===== src/rtl/xdma_pkg.sv =====
`timescale 1ns/1ps
package xdma_pkg;

  typedef enum logic [2:0] {
    ST_IDLE  = 3'd0,
    ST_ARMED = 3'd1,
    ST_XFER  = 3'd2,
    ST_MASK  = 3'd3,
    ST_DONE  = 3'd4
  } hs_state_e;

  localparam int STEP_W = 3;

  // Bytes moved per transfer for a width code.
  function automatic logic [STEP_W-1:0] width_bytes(input logic [1:0] code);
    case (code)
      2'd0:    width_bytes = 3'd1;
      2'd1:    width_bytes = 3'd2;
      default: width_bytes = 3'd4;
    endcase
  endfunction

endpackage


===== src/rtl/xdma_byte_counter.sv =====
`timescale 1ns/1ps
module xdma_byte_counter #(
  parameter int CNT_W = 16
) (
  input  logic                       clk,
  input  logic                       rst_n,
  input  logic                       load_i,
  input  logic [CNT_W-1:0]           load_val_i,
  input  logic                       dec_i,
  input  logic [xdma_pkg::STEP_W-1:0] step_i,
  input  logic                       force_zero_i,
  output logic [CNT_W-1:0]           cnt_o,
  output logic                       last_o
);
  logic [CNT_W-1:0] cnt_q, cnt_d, step_ext;
  logic             cnt_en;

  assign step_ext = CNT_W'(step_i);
  assign last_o   = (cnt_q <= step_ext);
  assign cnt_en   = load_i | dec_i;
  assign cnt_o    = cnt_q;

  always_comb begin
    cnt_d = cnt_q;
    if (load_i)
      cnt_d = load_val_i;
    else if (dec_i) begin
      if (force_zero_i || last_o)
        cnt_d = '0;
      else
        cnt_d = cnt_q - step_ext;
    end
  end

  always_ff @(posedge clk or negedge rst_n) begin
    if (!rst_n)
      cnt_q <= '0;
    else if (cnt_en)
      cnt_q <= cnt_d;
  end
endmodule


===== src/rtl/xdma_mask_timer.sv =====
`timescale 1ns/1ps
module xdma_mask_timer #(
  parameter int MASK_W = 4
) (
  input  logic              clk,
  input  logic              rst_n,
  input  logic              start_i,
  input  logic [MASK_W-1:0] len_i,
  output logic              expire_o
);
  logic [MASK_W-1:0] cnt_q, cnt_d;
  logic              cnt_en;

  assign expire_o = (cnt_q == MASK_W'(1));
  assign cnt_en   = start_i | (cnt_q != '0);

  always_comb begin
    cnt_d = cnt_q;
    if (start_i)
      cnt_d = (len_i == '0) ? MASK_W'(1) : len_i;
    else if (cnt_q != '0)
      cnt_d = cnt_q - MASK_W'(1);
  end

  always_ff @(posedge clk or negedge rst_n) begin
    if (!rst_n)
      cnt_q <= '0;
    else if (cnt_en)
      cnt_q <= cnt_d;
  end
endmodule


===== src/rtl/xdma_hs_fsm.sv =====
`timescale 1ns/1ps
module xdma_hs_fsm (
  input  logic                clk,
  input  logic                rst_n,
  input  logic                load_i,
  input  logic                load_nz_i,
  input  logic                req_i,
  input  logic                eot_i,
  input  logic                hs_en_i,
  input  logic                end_out_i,
  input  logic                last_i,
  input  logic                mask_expire_i,
  output xdma_pkg::hs_state_e state_o,
  output logic                dec_o,
  output logic                force_zero_o,
  output logic                mask_start_o
);
  import xdma_pkg::*;

  hs_state_e state_q, state_d;
  logic      eot_q, eot_d;
  logic      final_xfer;

  assign final_xfer   = eot_q | last_i;
  assign dec_o        = (state_q == ST_XFER);
  assign force_zero_o = eot_q;
  assign mask_start_o = (state_q == ST_XFER) && !final_xfer && !load_i;
  assign state_o      = state_q;

  always_comb begin
    state_d = state_q;
    eot_d   = eot_q;
    if (load_i) begin
      state_d = load_nz_i ? ST_ARMED : ST_IDLE;
      eot_d   = 1'b0;
    end else begin
      case (state_q)
        ST_ARMED: if (req_i) begin
          state_d = ST_XFER;
          eot_d   = eot_i && hs_en_i && !end_out_i;
        end
        ST_XFER:  state_d = final_xfer ? ST_DONE : ST_MASK;
        ST_MASK:  if (mask_expire_i) state_d = ST_ARMED;
        ST_DONE:  state_d = ST_IDLE;
        default:  state_d = ST_IDLE;
      endcase
      if (state_q == ST_XFER)
        eot_d = 1'b0;
    end
  end

  always_ff @(posedge clk or negedge rst_n) begin
    if (!rst_n) begin
      state_q <= ST_IDLE;
      eot_q   <= 1'b0;
    end else begin
      state_q <= state_d;
      eot_q   <= eot_d;
    end
  end
endmodule


===== src/rtl/xdma_hs_seq.sv =====
`timescale 1ns/1ps
module xdma_hs_seq #(
  parameter int CNT_W  = 16,
  parameter int MASK_W = 4
) (
  input  logic              clk,
  input  logic              rst_n,
  input  logic              load_i,
  input  logic [CNT_W-1:0]  count_i,
  input  logic [1:0]        width_i,
  input  logic              end_dir_i,
  input  logic              hs_en_i,
  input  logic [MASK_W-1:0] mask_i,
  input  logic              req_i,
  input  logic              eot_i,
  output logic              ack_o,
  output logic              tc_o,
  output logic              xfer_o,
  output logic              done_o
);
  import xdma_pkg::*;

  localparam int SYNC_STAGES = 2;

  logic [SYNC_STAGES-1:0]  rst_sync_q;
  logic                    rst_int_n;
  hs_state_e               state;
  logic                    dec, force_zero, mask_start, mask_expire, last;
  logic [CNT_W-1:0]        cnt;
  logic [STEP_W-1:0]       step;

  // Asynchronous assertion, synchronous release.
  always_ff @(posedge clk or negedge rst_n) begin
    if (!rst_n)
      rst_sync_q <= '0;
    else
      rst_sync_q <= {rst_sync_q[SYNC_STAGES-2:0], 1'b1};
  end
  assign rst_int_n = rst_sync_q[SYNC_STAGES-1];

  assign step = width_bytes(width_i);

  xdma_hs_fsm u_fsm (
    .clk           (clk),
    .rst_n         (rst_int_n),
    .load_i        (load_i),
    .load_nz_i     (count_i != '0),
    .req_i         (req_i),
    .eot_i         (eot_i),
    .hs_en_i       (hs_en_i),
    .end_out_i     (end_dir_i),
    .last_i        (last),
    .mask_expire_i (mask_expire),
    .state_o       (state),
    .dec_o         (dec),
    .force_zero_o  (force_zero),
    .mask_start_o  (mask_start)
  );

  xdma_byte_counter #(.CNT_W(CNT_W)) u_cnt (
    .clk          (clk),
    .rst_n        (rst_int_n),
    .load_i       (load_i),
    .load_val_i   (count_i),
    .dec_i        (dec),
    .step_i       (step),
    .force_zero_i (force_zero),
    .cnt_o        (cnt),
    .last_o       (last)
  );

  xdma_mask_timer #(.MASK_W(MASK_W)) u_mask (
    .clk      (clk),
    .rst_n    (rst_int_n),
    .start_i  (mask_start),
    .len_i    (mask_i),
    .expire_o (mask_expire)
  );

  assign xfer_o = (state == ST_XFER);
  assign ack_o  = xfer_o && hs_en_i;
  assign tc_o   = ack_o && end_dir_i && last && (cnt != '0);
  assign done_o = (state == ST_DONE);
endmodule


===== config.mk =====
export PLATFORM = sky130hd
export DESIGN_NAME = xdma_hs_seq
export DESIGN_NICKNAME = d
export VERILOG_FILES = /design/src/rtl/xdma_pkg.sv /design/src/rtl/xdma_byte_counter.sv /design/src/rtl/xdma_mask_timer.sv /design/src/rtl/xdma_hs_fsm.sv /design/src/rtl/xdma_hs_seq.sv
export SDC_FILE = /design/constraint.sdc
export NUM_CORES = 1
export LEC_CHECK = 0
export ABC_CLOCK_PERIOD_IN_PS = 3700
export CAP_MARGIN = 20
export CORE_MARGIN = 1.5
export CORE_UTILIZATION = 40
export DETAILED_ROUTE_END_ITERATION = 16
export MAX_ROUTING_LAYER = met4
export PLACE_DENSITY = 0.6
export SYNTH_ARGS = -nofsm -noshare
export SYNTH_HDL_FRONTEND = slang
export SYNTH_HIERARCHICAL = 1
export SYNTH_SLANG_ARGS = --single-unit
export TNS_END_PERCENT = 1

===== constraint.sdc =====
create_clock -name clk -period 3.7 [get_ports clk]
set_input_delay 0.74 -clock clk [delete_from_list [all_inputs] [get_ports clk]]
set_output_delay 0.74 -clock clk [all_outputs]
set_load 0.02 [all_outputs]

==> out/results.md <==
| Result | Value | Unit |
| --- | --- | --- |
| Outcome | completed | - |
| Pleak | 0.938 | nW |
| Synth warn | 6 | - |
| Final cycle utilization of the critical path | 0.966 | - |
| Final Hold Fails | 0 | - |
| Multi-input gate area | 1130 | sq um |
| Post-Synthesis Cell Area | 1870 | sq um |
| Cell-by-cell listing of the critical path | dlygate4sd2_1 -> nor2_1 -> ha_2 -> inv_2 -> fa_2 -> a21o_2 -> a2111o_1 -> nor2_2 -> and4_1 -> buf_6 | - |
| Synth Flop Type | sky130_fd_sc_hd__dfrtp_1 | - |
| Number of setup violations in the final report | 0 | - |
| First DRT Iteration DRCs | 107 | - |
| Die boundary height | 71.4 | um |
| WS Path Type | in2out | - |
| Number of remaining DRC errors | 0 | - |
| Critical Path End Type | output pin | - |
| Initial Utilization | 0.424 | - |
| Min Tclk post-route | 3580 | ps |
| Area growth, synth to finish | 28.1 | % |
| Sequential cell area | 651 | sq um |
| Placer Congestion | 0.831 | - |
| Total grt overflow | 0 | - |
| Maximum resistive drop on vdd | 222 | uV |
| Pins Over Slew Limit | 0 | - |
| Max-cap viol count | 0 | - |
| All-Layer GR Usage | 0.204 | - |
| Hold Buf Count CTS | 0 | - |
| Unique cell type count in the Yosys netlist | 63 | - |
| Worst Clk Skew | 6.09 | ps |
| Clock-pin transition on the worst setup and hold timing paths | 90 | ps |
| Placed wire-length estimate after detailed placement | 3.44 | mm |
| Vias in the first global route | 1658 | - |
| Flip-flop and latch count after synthesis | 26 | - |
| Area fraction of the dominant cell type after synthesis | 0.348 | - |
| Number of vias per cell | 5.63 | - |
| Total number of vias | 1688 | - |
| Synthesized Nets | 243 | - |
| Average instance area after synthesis | 9.04 | sq um |
| Number of I/O pins | 33 | - |
| Number of antenna repair diodes | 0 | - |
| Unrepaired setup endpoints after global routing | false | - |
| Hold WC Path Type | reg2async | - |
| Power Density | 398 | nW/um^2 |
| Total negative slack | 0 | ps |
| Maximum number of pins on one net before global-route repair | 38 | - |
| Worst setup slack after layout | 124 | ps |
| Asr flop ratio synth | 1.00 | - |
| Final routed wire length divided by cell count | 15.6 | um |
| Delay of the slowest critical-path stage | 440 | ps |
| Core Util, Final | 0.543 | - |
| Total core area | 4410 | sq um |
| # nets final | 285 | - |
| Clock tree from TritonCTS | built | - |
| Flop2flop setup slack | 920 | ps |
| First-pass GRT wire length | 7.99 | mm |
| Sum of buffers and inverters on the critical path | 3 | - |
| Most common library cells after synthesis | sky130_fd_sc_hd__dfrtp_1, sky130_fd_sc_hd__nand2_1, sky130_fd_sc_hd__nor2_1 | - |
| Critical Path AT | 2840 | ps |
| Antenna violations before repair | 0 | - |
| Worst path slowest cell | sky130_fd_sc_hd__a2111o_1 | - |
| Largest area contributor in the netlist | sky130_fd_sc_hd__dfrtp_1 | - |
| Required time at the endpoint of the critical path | 2960 | ps |
| Part of the Yosys area used for sequential elements | 0.348 | - |
| Number of buffers between clock root and the deepest sink | 2 | - |
| Category of cells accounting for the largest share of critical-path delay | compound AO/OA/AOI/OAI gates | - |
| Gate count of the mapped netlist | 207 | - |
| Clock root buffer master | sky130_fd_sc_hd__clkbuf_8 | - |
| Share of post-route cells with drive strength above 1 | 0.157 | - |
| Width of the chip | 71.4 | um |
| Number of flops mapped to enable cells by yosys | 0 | - |
| Buffers on Ports | 32 | - |
| DRT Pass-1 Iters | 4 | - |
| Clock latency on the worst-skew pair | 270 | ps |
| Number of standard-cell rows in the floorplan | 24 | - |
| Total die area | 5100 | sq um |
| Fill cell count | 426 | - |
| Clock H-tree levels | 1 | - |
| Number of sinks handled by clock tree synthesis | 26 | - |
| Placement Setup Slack | -569 | ps |
| Pwr Total | 0.954 | mW |
| Most frequent cell after synthesis | sky130_fd_sc_hd__dfrtp_1 | - |
| Drt total wl | 4.67 | mm |
| Antenna Nets Post-Route | 0 | - |
| Largest fanout on the critical path | 3 | - |
| Top post-synthesis cells by area | sky130_fd_sc_hd__dfrtp_1, sky130_fd_sc_hd__nand2_1, sky130_fd_sc_hd__ha_1 | - |
| Tightest hold margin | 85.1 | ps |
| FMAX | 280 | MHz |
| Startpoint types | input pin | - |
| CTS buffer count | 3 | - |
kinds of logic (layout without fill, tap and decap cells):
group           count (synthesis)  count (layout)  share of synthesized area
compound gates                 52              52                      0.207
mux                             2               2                     0.0107
buf+inv                        18              59                     0.0528
xor+xnor                        8               8                     0.0374
fa+ha+maj                       7               7                     0.0508
other cells                     1               1                    0.00200
flops                          26              26                      0.348
simple gates                   93              93                      0.292
worst reg2reg max path, stage by stage, from the launching register on:
cell and delay (ps):
sky130_fd_sc_hd__dfrtp_1 420, sky130_fd_sc_hd__inv_1 70, sky130_fd_sc_hd__ha_2 170, sky130_fd_sc_hd__inv_2 50, sky130_fd_sc_hd__fa_2 380, sky130_fd_sc_hd__a21o_2 210, sky130_fd_sc_hd__a2111o_1 440, sky130_fd_sc_hd__nor2_2 150
sky130_fd_sc_hd__buf_4 140, sky130_fd_sc_hd__nor2_1 70, sky130_fd_sc_hd__nor4b_1 160, sky130_fd_sc_hd__buf_4 180, sky130_fd_sc_hd__a22o_1 230
worst paths after layout:
path                                                  from                          end  cells past startpoint
worst max-delay path                            width_i[1]                         tc_o                     10
worst min-delay path               rst_sync_q[1]$_DFF_PN0_   u_cnt/cnt_o[8]$_DFFE_PN0P_                      0
worst max register to register  u_cnt/cnt_o[0]$_DFFE_PN0P_  u_mask/cnt_q[1]$_DFFE_PN0P_                     12
worst min register to register     rst_sync_q[1]$_DFF_PN0_   u_cnt/cnt_o[8]$_DFFE_PN0P_                      0
max in group asynchronous                            rst_n      rst_sync_q[0]$_DFF_PN0_                      1
min in group clk                   rst_sync_q[0]$_DFF_PN0_      rst_sync_q[1]$_DFF_PN0_                      0
timing repair:
item                       CTS  global route
hold endpoints to repair     0             0
setup endpoints to repair    1             0
buffers inserted             1             0
resized for setup           12             0
metrics by stage:
stage	cell area (sq um)	std cells
global route	2400	300
global placement	2290	294
detailed placement	2290	294
finish	2400	300
floorplan	1870	207
CTS	2370	299
layout by cell type, fill, tap and decap left out, types with 6 or more instances in the layout:
master                             n
sky130_fd_sc_hd__clkdlybuf4s50_1  29
sky130_fd_sc_hd__dfrtp_1          26
sky130_fd_sc_hd__nand2_1          21
sky130_fd_sc_hd__buf_4            14
sky130_fd_sc_hd__nor2_1           13
sky130_fd_sc_hd__nor4_1           10
sky130_fd_sc_hd__a21oi_1          10
sky130_fd_sc_hd__nand3_1           8
sky130_fd_sc_hd__inv_1             7
sky130_fd_sc_hd__o31ai_1           7
sky130_fd_sc_hd__o21ai_0           6
layout make-up:
| class | instances | area share |
|---|---|---|
| tap | 52 | 0.0271 |
| clock inverter | 1 | 0.0125 |
| inverter | 8 | 0.0125 |
| clock buffer | 3 | 0.0172 |
| timing repair buffer | 47 | 0.188 |
| sequential | 26 | 0.271 |
| multi-input combinational | 163 | 0.471 |
routing by layer:
metal	share of wire	up-vias	track usage	wire (um)
met4	0.0062	0	0.0377	29
met3	0.052	2	0.0352	242
li1	-	865	-	-
met5	0	-	-	0
met1	0.50	782	0.294	2350
met2	0.44	39	0.305	2050
registers in the layout, indices dropped and copies added (netlist names):
| name | count |
|---|---|
| u_fsm/force_zero_o | 1 |
| rst_sync_q | 2 |
| u_fsm/state_o | 3 |
| u_cnt/cnt_o | 16 |
| u_mask/cnt_q | 4 |
power by group:
part | internal, mW | switching (mW) | total, mW
Sequential | 0.332 | 0.0646 | 0.397
Clock | 0.145 | 0.0939 | 0.239
Combinational | 0.171 | 0.147 | 0.318
No activity file was read; power rests on OpenSTA's default activity.
